--- config.mk ---
export PLATFORM = sky130hd
export DESIGN_NAME = sleep_pulse_decoder
export DESIGN_NICKNAME = d
export VERILOG_FILES = /design/src/rtl/sleep_pulse_pkg.sv /design/src/rtl/spd_sync.sv /design/src/rtl/spd_low_meter.sv /design/src/rtl/spd_wake_timer.sv /design/src/rtl/sleep_pulse_decoder.sv
export SDC_FILE = /design/constraint.sdc
export NUM_CORES = 1
export LEC_CHECK = 0
export ABC_AREA = 1
export ABC_CLOCK_PERIOD_IN_PS = 1300
export BUFFER_PORTS_ARGS = -buffer_cell sky130_fd_sc_hd__buf_4
export CAP_MARGIN = 40
export CORE_ASPECT_RATIO = 1.1
export CORE_MARGIN = 2
export CORE_UTILIZATION = 56
export CTS_CLUSTER_SIZE = 14
export DETAILED_ROUTE_END_ITERATION = 8
export PLACE_DENSITY = 0.76
export SETUP_SLACK_MARGIN = 0.02
export SYNTH_ARGS = -nofsm -noshare
export SYNTH_HDL_FRONTEND = slang
export SYNTH_SLANG_ARGS = --single-unit
--- constraint.sdc ---
create_clock -name clk -period 1.3 [get_ports clk]
set_input_delay 0 -clock clk [delete_from_list [all_inputs] [get_ports clk]]
set_output_delay 0 -clock clk [all_outputs]
set_load 0.01 [all_outputs]
--- src/rtl/sleep_pulse_pkg.sv ---
package sleep_pulse_pkg;
  typedef enum logic [1:0] {
    PH_SLEEP = 2'd0,
    PH_WAKE  = 2'd1,
    PH_RUN   = 2'd2
  } phase_t;
endpackage

--- src/rtl/spd_sync.sv ---
module spd_sync #(
  parameter int STAGES = 2
) (
  input  logic clk,
  input  logic rst_n,
  input  logic d,
  output logic q
);
  logic [STAGES-1:0] chain_q;

  generate
    if (STAGES == 1) begin : g_one
      always_ff @(posedge clk or negedge rst_n) begin
        if (!rst_n) chain_q <= '0;
        else        chain_q <= d;
      end
    end else begin : g_many
      always_ff @(posedge clk or negedge rst_n) begin
        if (!rst_n) chain_q <= '0;
        else        chain_q <= {chain_q[STAGES-2:0], d};
      end
    end
  endgenerate

  assign q = chain_q[STAGES-1];
endmodule

--- src/rtl/spd_low_meter.sv ---
module spd_low_meter #(
  parameter int MIN_CYC   = 20,
  parameter int MAX_CYC   = 40,
  parameter int SLEEP_CYC = 120
) (
  input  logic clk,
  input  logic rst_n,
  input  logic lvl,
  output logic rise,
  output logic in_clr_win,
  output logic sleep_hit
);
  localparam int CW = $clog2(SLEEP_CYC + 1);
  localparam logic [CW-1:0] MIN_V   = CW'(MIN_CYC);
  localparam logic [CW-1:0] MAX_V   = CW'(MAX_CYC);
  localparam logic [CW-1:0] SAT_V   = CW'(SLEEP_CYC);
  localparam logic [CW-1:0] TRIP_V  = CW'(SLEEP_CYC - 1);

  logic [CW-1:0] lo_cnt_q, lo_cnt_d;
  logic          prev_q;

  always_comb begin
    if (lvl)                lo_cnt_d = '0;
    else if (lo_cnt_q == SAT_V) lo_cnt_d = lo_cnt_q;
    else                    lo_cnt_d = lo_cnt_q + 1'b1;
  end

  always_ff @(posedge clk or negedge rst_n) begin
    if (!rst_n) begin
      lo_cnt_q <= '0;
      prev_q   <= 1'b0;
    end else begin
      lo_cnt_q <= lo_cnt_d;
      prev_q   <= lvl;
    end
  end

  assign rise       = lvl & ~prev_q;
  assign in_clr_win = (lo_cnt_q >= MIN_V) && (lo_cnt_q <= MAX_V);
  assign sleep_hit  = ~lvl && (lo_cnt_q == TRIP_V);
endmodule

--- src/rtl/spd_wake_timer.sv ---
module spd_wake_timer #(
  parameter int WAKE_CYC = 1000
) (
  input  logic clk,
  input  logic rst_n,
  input  logic run,
  output logic done
);
  localparam int TW = $clog2(WAKE_CYC + 1);
  localparam logic [TW-1:0] LAST_V = TW'(WAKE_CYC - 1);

  logic [TW-1:0] cnt_q, cnt_d;
  logic          cnt_en;

  assign cnt_en = run && (cnt_q != LAST_V);

  always_comb begin
    if (!run)        cnt_d = '0;
    else if (cnt_en) cnt_d = cnt_q + 1'b1;
    else             cnt_d = cnt_q;
  end

  always_ff @(posedge clk or negedge rst_n) begin
    if (!rst_n) cnt_q <= '0;
    else        cnt_q <= cnt_d;
  end

  assign done = run && (cnt_q == LAST_V);
endmodule

--- src/rtl/sleep_pulse_decoder.sv ---
module sleep_pulse_decoder #(
  parameter int CLK_MHZ     = 250,
  parameter int RST_MIN_NS  = 20000,
  parameter int RST_MAX_NS  = 40000,
  parameter int SLEEP_NS    = 120000,
  parameter int WAKE_NS     = 1000000,
  parameter int SYNC_STAGES = 2
) (
  input  logic clk,
  input  logic rst_n,
  input  logic sleep_n_pin,
  output logic flt_clr,
  output logic asleep,
  output logic out_ready,
  output logic fault_hold_n
);
  import sleep_pulse_pkg::*;

  localparam int RST_MIN_CYC = CLK_MHZ * RST_MIN_NS / 1000;
  localparam int RST_MAX_CYC = CLK_MHZ * RST_MAX_NS / 1000;
  localparam int SLEEP_CYC   = CLK_MHZ * SLEEP_NS / 1000;
  localparam int WAKE_CYC    = CLK_MHZ * WAKE_NS / 1000;

  logic   sync_lvl;
  logic   rise, in_clr_win, sleep_hit;
  logic   wake_run, wake_done;
  phase_t phase_q, phase_d;
  logic   clr_d;

  spd_sync #(.STAGES(SYNC_STAGES)) u_sync (
    .clk(clk), .rst_n(rst_n), .d(sleep_n_pin), .q(sync_lvl)
  );

  spd_low_meter #(
    .MIN_CYC(RST_MIN_CYC), .MAX_CYC(RST_MAX_CYC), .SLEEP_CYC(SLEEP_CYC)
  ) u_meter (
    .clk(clk), .rst_n(rst_n), .lvl(sync_lvl),
    .rise(rise), .in_clr_win(in_clr_win), .sleep_hit(sleep_hit)
  );

  assign wake_run = (phase_q == PH_WAKE) && sync_lvl;

  spd_wake_timer #(.WAKE_CYC(WAKE_CYC)) u_wake (
    .clk(clk), .rst_n(rst_n), .run(wake_run), .done(wake_done)
  );

  // next-state process
  always_comb begin
    phase_d = phase_q;
    case (phase_q)
      PH_SLEEP: if (sync_lvl)       phase_d = PH_WAKE;
      PH_WAKE: begin
        if (sleep_hit)              phase_d = PH_SLEEP;
        else if (wake_done)         phase_d = PH_RUN;
      end
      PH_RUN:   if (sleep_hit)      phase_d = PH_SLEEP;
      default:                      phase_d = PH_SLEEP;
    endcase
  end

  assign clr_d = rise && in_clr_win && (phase_q != PH_SLEEP);

  // register process
  always_ff @(posedge clk or negedge rst_n) begin
    if (!rst_n) begin
      phase_q      <= PH_SLEEP;
      flt_clr      <= 1'b0;
      asleep       <= 1'b1;
      out_ready    <= 1'b0;
      fault_hold_n <= 1'b0;
    end else begin
      phase_q      <= phase_d;
      flt_clr      <= clr_d;
      asleep       <= (phase_d == PH_SLEEP);
      out_ready    <= (phase_d == PH_RUN);
      fault_hold_n <= (phase_d == PH_RUN);
    end
  end
endmodule

==> run metrics, run 1 <==
Max VDD drop 0.553 mV; Int Pwr about 0.0018 W; failing checks negative setup slack; GRT Total Usage between 20% and 30%; highest metal used met4; register area between 1000 and 1500 µm²; htree depth 2; wire length per cell 15.8 µm; TritonCTS buffer count 5; Worst-Skew Late Latency 0.30 ns; Ant. Diodes 0; Peak Freq between 0.7 and 0.8 GHz; vias in the first global route just over 2k; sequential share of power a little over half; Final Instance Area a little over 3000 µm²; dpl hpwl between 3000 and 4000 µm; Startpoint Class register; Mapped Avg Cell Area slightly below 8 µm²; PwrDens roughly 780 nW/µm²; slew margin rel. 65.7%; first-pass GRT wire length around 9200 µm; status finished, violations left; reg2reg setup slack -0.09 ns; Post-Syn Area around 2400 µm²; max-slew violations 0; Met3 Wirelength ~380 µm; Hold/Removal Path Class in2async; vias per inst between 5 and 6; Placed Area between 2000 and 3000 µm²; Die X 65.8 µm; crit path launch u_meter.lo_cnt_q[1]$_DFFE_PN0P_; number of fillers in the final layout 263; crit path DAT approximately 1.6 ns; sw frac 25.0%; DR vias between 2k and 2.5k; Netlist cell types 36; switching power roughly 0.0006 W; # rows 24; register area share after synthesis 43.6%; Reg-to-Reg Start u_meter.lo_cnt_q[1]$_DFFE_PN0P_; setup violators final 10; # placed instances roughly 370; area of the multi-input gates ~1400 µm²; router iterations before antenna repair 4; Die ar. 4740 µm²; Worst Setup Path Type reg2reg; ANT nets after route 0; CTS max path bufs 2; combinational share of power between 10% and 20%; Post-Syn Nets 305; drt drc 0; most common library cell in the layout ignoring fill and taps nand2_1; clock network fraction of design power approximately 33%; min Tclk post-route between 1 and 1.5 ns; critical path depth in cells 6; fraction of layout cells with a size suffix above 1 between 40% and 50%; Yosys reg bits 41; DR iter-0 viols 161; Crit Path Max Fanout 4; crit-path cells buf_6, nand4_1, nor2_2, nand2_2, a21oi_2, o21a_1; Crit path buffers/inverters 1; CP Capture Point u_meter.lo_cnt_q[9]$_DFFE_PN0P_; LEAKAGE ~1.3 nW; Ports 7; Top delay family on crit path simple AND/OR/NAND/NOR gates; Initial Util about three fifths; RSZ-0062 raised after global routing true; Die Height 72.0 µm; area grow syn2layout 32.0%; Reg2Reg Depth 6; most frequent cells in the layout nand2_1 (47), buf_4 (36), nor2_1 (35), inv_1 (28), dfrtp_1 (24); Ys Warns 0; Critical Path RT 1.53 ns; Final Instance Count excl. Fillers 401; slowest CP cell dfrtp_2; post-route setup slack -0.0935 ns; clock skew approximately 0.011 ns; Routed WL about 6300 µm; initial antenna violation count 0; largest net degree at the start of global routing 42; core area 3990 µm²; crit-path max cell delay roughly 0.42 ns; I/O Buffers 6; CTS tree built; met1 wire length 2320 µm; total gr overflow 0; GP Congestion roughly 0.94; clock-pin transition on the worst setup and hold timing paths ~0.080 ns; Final period util 107%; max-cap violations 0; Syn Inst Count 299; routed wl met2 between 3000 and 4000 µm; clock sink total approximately 40; Final Hold Fails 0; reg2reg end u_meter.lo_cnt_q[9]$_DFFE_PN0P_; # nets final 354; pre-CTS WS -0.0580 ns; Worst Setup End Kind register; Worst-Margin Slew 0.515 ns; clock root cell clkbuf_8
==> stage by stage <==
stage / hold WS, ns / setup TNS, ns / power, W / util, %
final: 0.223 / -0.453 / 0.00244 / 77.8
after global routing: 0.285 / -2.35 / 0.00252 / 77.8
after CTS: 0.236 / -0.215 / 0.00237 / 71.0
after detailed placement: 0.0121 / -0.350 / 0.00156 / 65.3
after global placement: 0.00954 / 0 / 0.00155 / 65.3
after floorplan: -0.296 / 0 / 0.00145 / -
==> worst min-delay path by stage <==
stage,from,endpoint,slack (ns),cells past startpoint
2_1_floorplan,rst_n,fault_hold_n$_DFF_PN0_,-0.30,0
3_3_place_gp,rst_n,u_meter.lo_cnt_q[11]$_DFFE_PN0P_,0.01,1
3_5_place_dp,rst_n,u_meter.lo_cnt_q[11]$_DFFE_PN0P_,0.01,1
4_1_cts,rst_n,u_meter.lo_cnt_q[5]$_DFFE_PN0P_,0.24,2
5_1_grt,rst_n,u_meter.lo_cnt_q[8]$_DFFE_PN0P_,0.29,2
6_report,rst_n,u_meter.lo_cnt_q[11]$_DFFE_PN0P_,0.22,2
==> worst reg2reg max path, delay by kind of cell, from the launching register on <==
family,cells,cell delay (ns)
compound gates,2,0.30
buf+inv,1,0.12
flops,1,0.42
simple gates,3,0.48
==> sequential cells by signal, indices dropped and copies added, names as in the netlist <==
register	count
asleep	1
u_wake.cnt_q	18
u_meter.lo_cnt_q	15
u_meter.prev_q	1
phase_q	2
fault_hold_n	1
flt_clr	1
u_sync.chain_q	2
==> timing repair <==
item | CTS | global route
hold buffers | 2 | 0
pin swaps | 13 | 25
hold endpoints to repair | 41 | 0
resized for setup | 24 | 57
setup endpoints to repair | 23 | 35
buffers inserted | 5 | 13
==> area by class of cell <==
cell class              instances  area share (%)
clock inverters                 1           0.161
clock buffers                   7            2.46
inverters                      36            4.51
well taps                      52            2.09
flip-flops and latches         41            33.7
multi-input cells             217            43.9
repair buffers                 47            13.2
==> kinds of logic (layout without fill, tap and decap cells) <==
kind of cell	Yosys count	in the layout	share of synthesized area [%]
AO/OA/AOI/OAI	35	35	8.19
XOR/XNOR	9	9	3.35
adder cells (fa/ha/maj)	3	3	1.60
buffers and inverters	41	91	7.55
flip-flops	41	41	43.6
AND/OR/NAND/NOR	170	170	35.7
==> cell usage after synthesis, drive strengths merged <==
| cell | count | area (µm²) |
|---|---|---|
| a31oi | 2 | 12.5 |
| nor3b | 1 | 12.5 |
| nor2 | 62 | 285 |
| inv | 36 | 138 |
| a21boi | 1 | 7.51 |
| nand3 | 19 | 113 |
| nor4 | 1 | 6.26 |
| xor2 | 8 | 70.1 |
| buf | 5 | 40.0 |
| xnor2 | 1 | 8.76 |
| dfrtp | 40 | 1000 |
| o21a | 1 | 7.51 |
| o31ai | 2 | 15.0 |
| o211ai | 2 | 15.0 |
| o21ai | 14 | 70.1 |
| or2 | 1 | 6.26 |
| nor3 | 9 | 50.1 |
| nand4 | 13 | 96.3 |
| a21oi | 13 | 65.1 |
| nand3b | 3 | 26.3 |
| nand2 | 61 | 244 |
| dfstp | 1 | 26.3 |
| ha | 3 | 37.5 |
==> per-layer routing <==
layer | track usage [%] | up-vias
met5 | 0 | -
met3 | 3.88 | 27
met1 | 30.5 | 1090
met4 | 11.6 | 0
met2 | 45.6 | 89
li1 | - | 1076
==> power by group through the flow <==
stage	sequential (W)	clock (W)	combinational [W]
finish	0.00134	0.000796	0.000304
global route	0.00134	0.000848	0.000331
CTS	0.00133	0.000810	0.000230
detailed placement	0.00135	0	0.000211
global placement	0.00135	0	0.000205
floorplan	0.00135	0	0.000100
(Power assumes the default switching activity.)
==> inputs of run 2 (changes only) <==
--- a/config.mk
+++ b/config.mk
@@ -14,7 +14,7 @@
 export CORE_UTILIZATION = 56
 export CTS_CLUSTER_SIZE = 14
 export DETAILED_ROUTE_END_ITERATION = 8
-export PLACE_DENSITY = 0.76
+export PLACE_DENSITY = 0.84
 export SETUP_SLACK_MARGIN = 0.02
 export SYNTH_ARGS = -nofsm -noshare
 export SYNTH_HDL_FRONTEND = slang
==> run 2 against run 1 <==
Compared with the run above:
- the flow still finishes with violations (negative setup slack)
- core utilization is 0.41 points lower
- cell area down 0.52%
- total power grew 11%
- worst hold slack worse by 0.037 ns
- sequential share of layout area down 0.19 points
- worst setup slack worse by 0.14 ns
- flip-flop and latch count is the same
- clock-buffer cell count shrank 1
- largest cell class unchanged
- highest routed layer unchanged
==> run metrics, run 2 (synthesis results as in run 1) <==
GP Congestion 0.926 (was 0.942); htree depth 2 (unchanged); RSZ-0062 raised after global routing true (unchanged); Biggest register u_wake.cnt_q (unchanged); PwrDens 878 nW/µm² (was 784 nW/µm²); TritonCTS buffer count 5 (unchanged); clock skew 0.0227 ns (was 0.0114 ns); clock root cell clkbuf_8 (unchanged); drt drc 0 (unchanged); clock network fraction of design power 38.7% (was 32.7%); sw frac 25.7% (was 25.0%); clock-pin transition on the worst setup and hold timing paths 0.10 ns (was 0.08 ns); Routed WL 7300 µm (was 6350 µm); Hold/Removal Path Class in2async (unchanged); area grow syn2layout 31.3% (was 32.0%); Critical Path RT 1.48 ns (was 1.53 ns); setup violators final 27 (was 10); failing checks negative setup slack (unchanged); dpl hpwl 3660 µm (was 3710 µm); area of the multi-input gates 1420 µm² (was 1360 µm²); post-route setup slack -0.232 ns (was -0.0935 ns); GRT Total Usage 24.6% (was 25.7%); fraction of layout cells with a size suffix above 1 34.4% (was 40.4%); Die ar. 4740 µm² (unchanged); DR vias 2409 (was 2282); DR iter-0 viols 297 (was 161); Worst Setup End Kind register (unchanged); PnR Total Power 0.00271 W (was 0.00244 W); Worst-Margin Slew 0.508 ns (was 0.515 ns); router iterations before antenna repair 6 (was 4); vias per inst 6.10 (was 5.69); # nets final 348 (was 354); Initial Util 58.9% (unchanged); Final period util 118% (was 107%); Max VDD drop 0.923 mV (was 0.553 mV); Ant. Diodes 0 (unchanged); most common library cell in the layout ignoring fill and taps nand2_1 (unchanged); vias in the first global route 2110 (was 2065); sequential share of power 49.5% (was 54.8%); I/O Buffers 6 (unchanged); Startpoint Class register (unchanged); max reg flops 18 (unchanged); max-slew violations 0 (unchanged); most frequent cells in the layout nand2_1 (50), nor2_1 (43), buf_4 (36), dfrtp_1 (33), inv_1 (27) (was nand2_1 (47), buf_4 (36), nor2_1 (35), inv_1 (28), dfrtp_1 (24)); ANT nets after route 0 (unchanged); Reg2Reg Depth 6 (unchanged); core area 3990 µm² (unchanged); Die X 65.8 µm (unchanged); # rows 24 (unchanged); Peak Freq 0.653 GHz (was 0.718 GHz); combinational share of power 11.8% (was 12.5%); CTS max path bufs 2 (unchanged); switching power 0.000697 W (was 0.000609 W); min Tclk post-route 1.53 ns (was 1.39 ns); largest net degree at the start of global routing 42 (unchanged); total gr overflow 0 (unchanged); number of fillers in the final layout 240 (was 263); Die Height 72.0 µm (unchanged); wire length per cell 18.5 µm (was 15.8 µm); Worst-Skew Late Latency 0.32 ns (was 0.30 ns); status finished, violations left (unchanged); CTS tree built (unchanged); Crit Path Max Fanout 4 (unchanged); crit path DAT 1.71 ns (was 1.62 ns); LEAKAGE 1.35 nW (was 1.32 nW); register area 1040 µm² (was 1050 µm²); registers with the most flip-flops u_wake.cnt_q (18), u_meter.lo_cnt_q (15) (unchanged); Ports 7 (unchanged); Final Hold Fails 0 (unchanged); pre-CTS WS -0.0419 ns (was -0.0580 ns); setup TNS -1.75 ns (was -0.453 ns); max-cap violations 0 (unchanged); slew margin rel. 66.1% (was 65.7%); clock sink total 41 (unchanged); Worst Setup Path Type reg2reg (unchanged); Int Pwr 0.00202 W (was 0.00183 W); first-pass GRT wire length 9030 µm (was 9200 µm); initial antenna violation count 0 (unchanged)
==> run 2: area by class of cell <==
type / instances / area share (%)
Multi-Input combinational cell: 217 / 46.0
Sequential cell: 41 / 33.5
Timing Repair Buffer: 41 / 10.5
Inverter: 36 / 4.45
Clock buffer: 6 / 2.35
Tap cell: 52 / 2.11
Clock inverter: 2 / 1.13
==> run 2: what timing repair did <==
action / in CTS / in global routing
hold endpoints to repair: 41 / 0
hold buffers: 2 / 0
gates resized for setup: 19 / 49
cloned: 0 / 0
setup endpoints to repair: 17 / 33
pin swaps: 4 / 23
setup buffers: 4 / 10
==> run 2: worst max-delay path, stage by stage, from the launching register on <==
cell and delay, ns:
dfrtp_2 0.47, ha_4 0.18, nand3_4 0.14, nor2_4 0.19, nand3_2 0.10, nor3_1 0.23
nor2_1 0.09
==> run 2: power by group through the flow <==
stage | Sequential [W] | Clock (W) | Combinational, W
floorplan | 0.00135 | 0 | 0.000100
global placement | 0.00135 | 0 | 0.000186
detailed placement | 0.00135 | 0 | 0.000189
CTS | 0.00133 | 0.00102 | 0.000211
global route | 0.00134 | 0.00109 | 0.000341
finish | 0.00134 | 0.00105 | 0.000321
==> run 2: path summary, 6_finish.rpt <==
check | startpoint | endpoint | slack (ns)
worst max-delay path | u_meter.lo_cnt_q[1]$_DFFE_PN0P_ | u_meter.lo_cnt_q[10]$_DFFE_PN0P_ | -0.23
worst min-delay path | rst_n | u_meter.lo_cnt_q[8]$_DFFE_PN0P_ | 0.19
worst max register to register | u_meter.lo_cnt_q[1]$_DFFE_PN0P_ | u_meter.lo_cnt_q[10]$_DFFE_PN0P_ | -0.23
worst min register to register | u_sync.chain_q[0]$_DFF_PN0_ | u_sync.chain_q[1]$_DFF_PN0_ | 0.39
max in group asynchronous | rst_n | u_meter.lo_cnt_q[11]$_DFFE_PN0P_ | 0.73
min in group clk | sleep_n_pin | u_sync.chain_q[0]$_DFF_PN0_ | 0.35
==> run 2: metrics by stage <==
step                      std cells  instance area (µm²)  utilization, %  hold WS (ns)
after floorplan                 299                 2360               -        -0.296
after global placement          371                 2570            64.3       0.00477
after detailed placement        371                 2570            64.3       0.00928
after CTS                       385                 2800            70.0         0.224
after global routing            395                 3090            77.4         0.253
final                           395                 3090            77.4         0.186
==> run 2: per-layer routing <==
layer  vias to the layer above  wire length [µm]  track usage, %
met2                       161              3830            42.4
met1                      1123              2600            29.6
li1                       1068                 -               -
met5                         -                 0               0
met3                        57               465            5.27
met4                         0               401            10.9
==> inputs of run 3 (changes only) <==
--- a/config.mk
+++ b/config.mk
@@ -6,15 +6,15 @@
 export NUM_CORES = 1
 export LEC_CHECK = 0
 export ABC_AREA = 1
-export ABC_CLOCK_PERIOD_IN_PS = 1300
+export ABC_CLOCK_PERIOD_IN_PS = 1760
 export BUFFER_PORTS_ARGS = -buffer_cell sky130_fd_sc_hd__buf_4
 export CAP_MARGIN = 40
 export CORE_ASPECT_RATIO = 1.1
 export CORE_MARGIN = 2
-export CORE_UTILIZATION = 56
+export CORE_UTILIZATION = 62
 export CTS_CLUSTER_SIZE = 14
 export DETAILED_ROUTE_END_ITERATION = 8
-export PLACE_DENSITY = 0.84
+export PLACE_DENSITY = 0.87
 export SETUP_SLACK_MARGIN = 0.02
 export SYNTH_ARGS = -nofsm -noshare
 export SYNTH_HDL_FRONTEND = slang
==> constraint.sdc (replaced) <==
create_clock -name clk -period 1.76 [get_ports clk]
set_input_delay 0 -clock clk [delete_from_list [all_inputs] [get_ports clk]]
set_output_delay 0 -clock clk [all_outputs]
set_load 0.01 [all_outputs]
==> run 3 against run 2 <==
Compared with the run above:
- the flow now finishes without violations
- sequential power fell by 27%
- clock skew fell by 0.013 ns
- sequential share of layout area rose by 7.0 points
- non-clock buffer count fell by 33
- worst hold slack improved by 0.025 ns
- fmax rose by 0.31%
- critical path depth rose by 1
- largest cell class unchanged
==> run metrics, run 3 (synthesis results as in run 1) <==
dpl hpwl 3380 µm (was 3660 µm); reg2reg setup slack 0.23 ns (was -0.23 ns); clock skew 0.00954 ns (was 0.0227 ns); CTS resizes 0 (was 19); post-route setup slack 0.233 ns (was -0.232 ns); TritonCTS buffer count 5 (unchanged); PwrDens 679 nW/µm² (was 878 nW/µm²); Ant. Diodes 0 (unchanged); I/O Buffers 6 (unchanged); sequential share of power 57.1% (was 49.5%); Final Instance Count excl. Fillers 360 (was 395); Ports 7 (unchanged); clock sink total 41 (unchanged); largest net degree at the start of global routing 42 (unchanged); Peak Freq 0.655 GHz (was 0.653 GHz); # hold bufs at CTS 2 (unchanged); crit path launch u_wake.cnt_q[0]$_DFFE_PN0P_ (was u_meter.lo_cnt_q[1]$_DFFE_PN0P_); status finished clean (was finished, violations left); drt drc 0 (unchanged); # placed instances 350 (was 371); Critical Path RT 1.97 ns (was 1.48 ns); CTS tree built (unchanged); Worst-Skew Late Latency 0.30 ns (was 0.32 ns); Reg-to-Reg Start u_wake.cnt_q[0]$_DFFE_PN0P_ (was u_meter.lo_cnt_q[1]$_DFFE_PN0P_); Worst Setup Path Type reg2reg (unchanged); GRT Total Usage 23.7% (was 24.6%); # Post-CTS Setup Buffers 0 (was 4); Fin Hold WS 0.210 ns (was 0.186 ns); Int Pwr 0.00132 W (was 0.00202 W); Crit Path Max Fanout 5 (was 4); most frequent cells in the layout nand2_1 (55), nor2_1 (47), dfrtp_1 (40), inv_1 (30), nand3_1 (17) (was nand2_1 (50), nor2_1 (43), buf_4 (36), dfrtp_1 (33), inv_1 (27)); first-pass GRT wire length 7840 µm (was 9030 µm); setup violators final 0 (was 27); LEAKAGE 1.07 nW (was 1.35 nW); Reg2Reg Depth 7 (was 6); Max VDD drop 0.646 mV (was 0.923 mV); Initial Util 64.4% (was 58.9%); Die Height 68.6 µm (was 72.0 µm); Worst-Margin Slew 0.518 ns (was 0.508 ns); clock network fraction of design power 36.6% (was 38.7%); setup TNS 0 ns (was -1.75 ns); most common library cell in the layout ignoring fill and taps nand2_1 (unchanged); # nets final 315 (was 348); ANT nets after route 0 (unchanged); Final Hold Fails 0 (unchanged); switching power 0.000406 W (was 0.000697 W); Die X 62.7 µm (was 65.8 µm); CP Capture Point u_wake.cnt_q[8]$_DFFE_PN0P_ (was u_meter.lo_cnt_q[10]$_DFFE_PN0P_); Die ar. 4310 µm² (was 4740 µm²); Worst Setup End Kind register (unchanged); clock root cell clkbuf_8 (unchanged); Routed WL 4690 µm (was 7300 µm); fraction of layout cells with a size suffix above 1 15.2% (was 34.4%); max reg flops 18 (unchanged); total gr overflow 0 (unchanged); reg2reg end u_wake.cnt_q[8]$_DFFE_PN0P_ (was u_meter.lo_cnt_q[10]$_DFFE_PN0P_); DR iter-0 viols 138 (was 297); clock-pin transition on the worst setup and hold timing paths 0.07 ns (was 0.10 ns); sw frac 23.6% (was 25.7%); min Tclk post-route 1.53 ns (about the same); vias in the first global route 1821 (was 2110); PnR Total Power 0.00172 W (was 0.00271 W); Final period util 86.8% (was 118%); number of fillers in the final layout 293 (was 240); Biggest register u_wake.cnt_q (unchanged); initial antenna violation count 0 (unchanged); # rows 23 (was 24); Hold/Removal Path Class in2async (unchanged); CTS max path bufs 2 (unchanged); crit path DAT 1.74 ns (was 1.71 ns); vias per inst 5.47 (was 6.10); DR vias 1970 (was 2409); combinational share of power 6.3% (was 11.8%); max-slew violations 0 (unchanged); htree depth 2 (unchanged); core area 3650 µm² (was 3990 µm²); slew margin rel. 65.5% (was 66.1%); wire length per cell 13.0 µm (was 18.5 µm); registers with the most flip-flops u_wake.cnt_q (18), u_meter.lo_cnt_q (15) (unchanged); RSZ-0062 raised after global routing false (was true); router iterations before antenna repair 4 (was 6); max-cap violations 0 (unchanged); pre-CTS WS 0.295 ns (was -0.0419 ns); GP Congestion 0.962 (was 0.926); Startpoint Class register (unchanged); area grow syn2layout 7.71% (was 31.3%)
==> run 3: changes by cell type in the layout (fill, tap and decap cells not counted), sizes merged <==
cell	before	now
bufinv	1	0
clkinv	1	0
clkinvlp	0	1
clkbuf	6	7
buf	39	6
==> run 3: metal layers <==
layer / GRT usage (%) / up-vias / wire length [µm]
met1: 26.9 / 918 / 2080
li1: - / 997 / -
met4: 11.7 / 0 / 80
met5: 0 / - / 0
met3: 4.06 / 7 / 149
met2: 44.2 / 48 / 2380
==> run 3: power by group through the flow <==
stage | clock (W) | combinational (W) | sequential [W]
2_1_floorplan | 0 | 0.0000735 | 0.000997
3_3_place_gp | 0 | 0.000103 | 0.00100
3_5_place_dp | 0 | 0.000106 | 0.00100
4_1_cts | 0.000648 | 0.000110 | 0.000983
5_1_grt | 0.000678 | 0.000124 | 0.000987
6_report | 0.000629 | 0.000109 | 0.000984
==> run 3: critical path: stages, from the launching register on <==
cell	delay, ns
dfrtp_1	0.42
ha_1	0.20
nand2_1	0.13
nor2_4	0.18
nand2_2	0.10
nor2_2	0.16
o21ai_0	0.11
a21oi_1	0.15
==> run 3: worst min path at each step <==
stage	slack (ns)	endpoint	from
6_report	0.21	u_meter.lo_cnt_q[13]$_DFFE_PN0P_	rst_n
5_1_grt	0.27	u_meter.lo_cnt_q[14]$_DFFE_PN0P_	rst_n
3_5_place_dp	0.009	u_meter.lo_cnt_q[11]$_DFFE_PN0P_	rst_n
3_3_place_gp	0.006	u_meter.lo_cnt_q[11]$_DFFE_PN0P_	rst_n
4_1_cts	0.23	u_meter.lo_cnt_q[5]$_DFFE_PN0P_	rst_n
2_1_floorplan	-0.30	fault_hold_n$_DFF_PN0_	rst_n
==> run 3: area by class of cell <==
cell class              count  area [µm²]  area share, %
multi-input cells         217        1150           45.3
flip-flops and latches     41        1030           40.5
inverters                  36         138           5.43
clock buffers               7        86.3           3.41
repair buffers              8        65.1           2.57
well taps                  50        62.6           2.47
clock inverters             1        7.51          0.296
==> run 3: per-stage QoR <==
stage / area (µm²) / utilization, %
final: 2530 / 69.4
after global placement: 2420 / 66.2
after global routing: 2530 / 69.4
after floorplan: 2350 / -
after CTS: 2530 / 69.4
after detailed placement: 2420 / 66.2
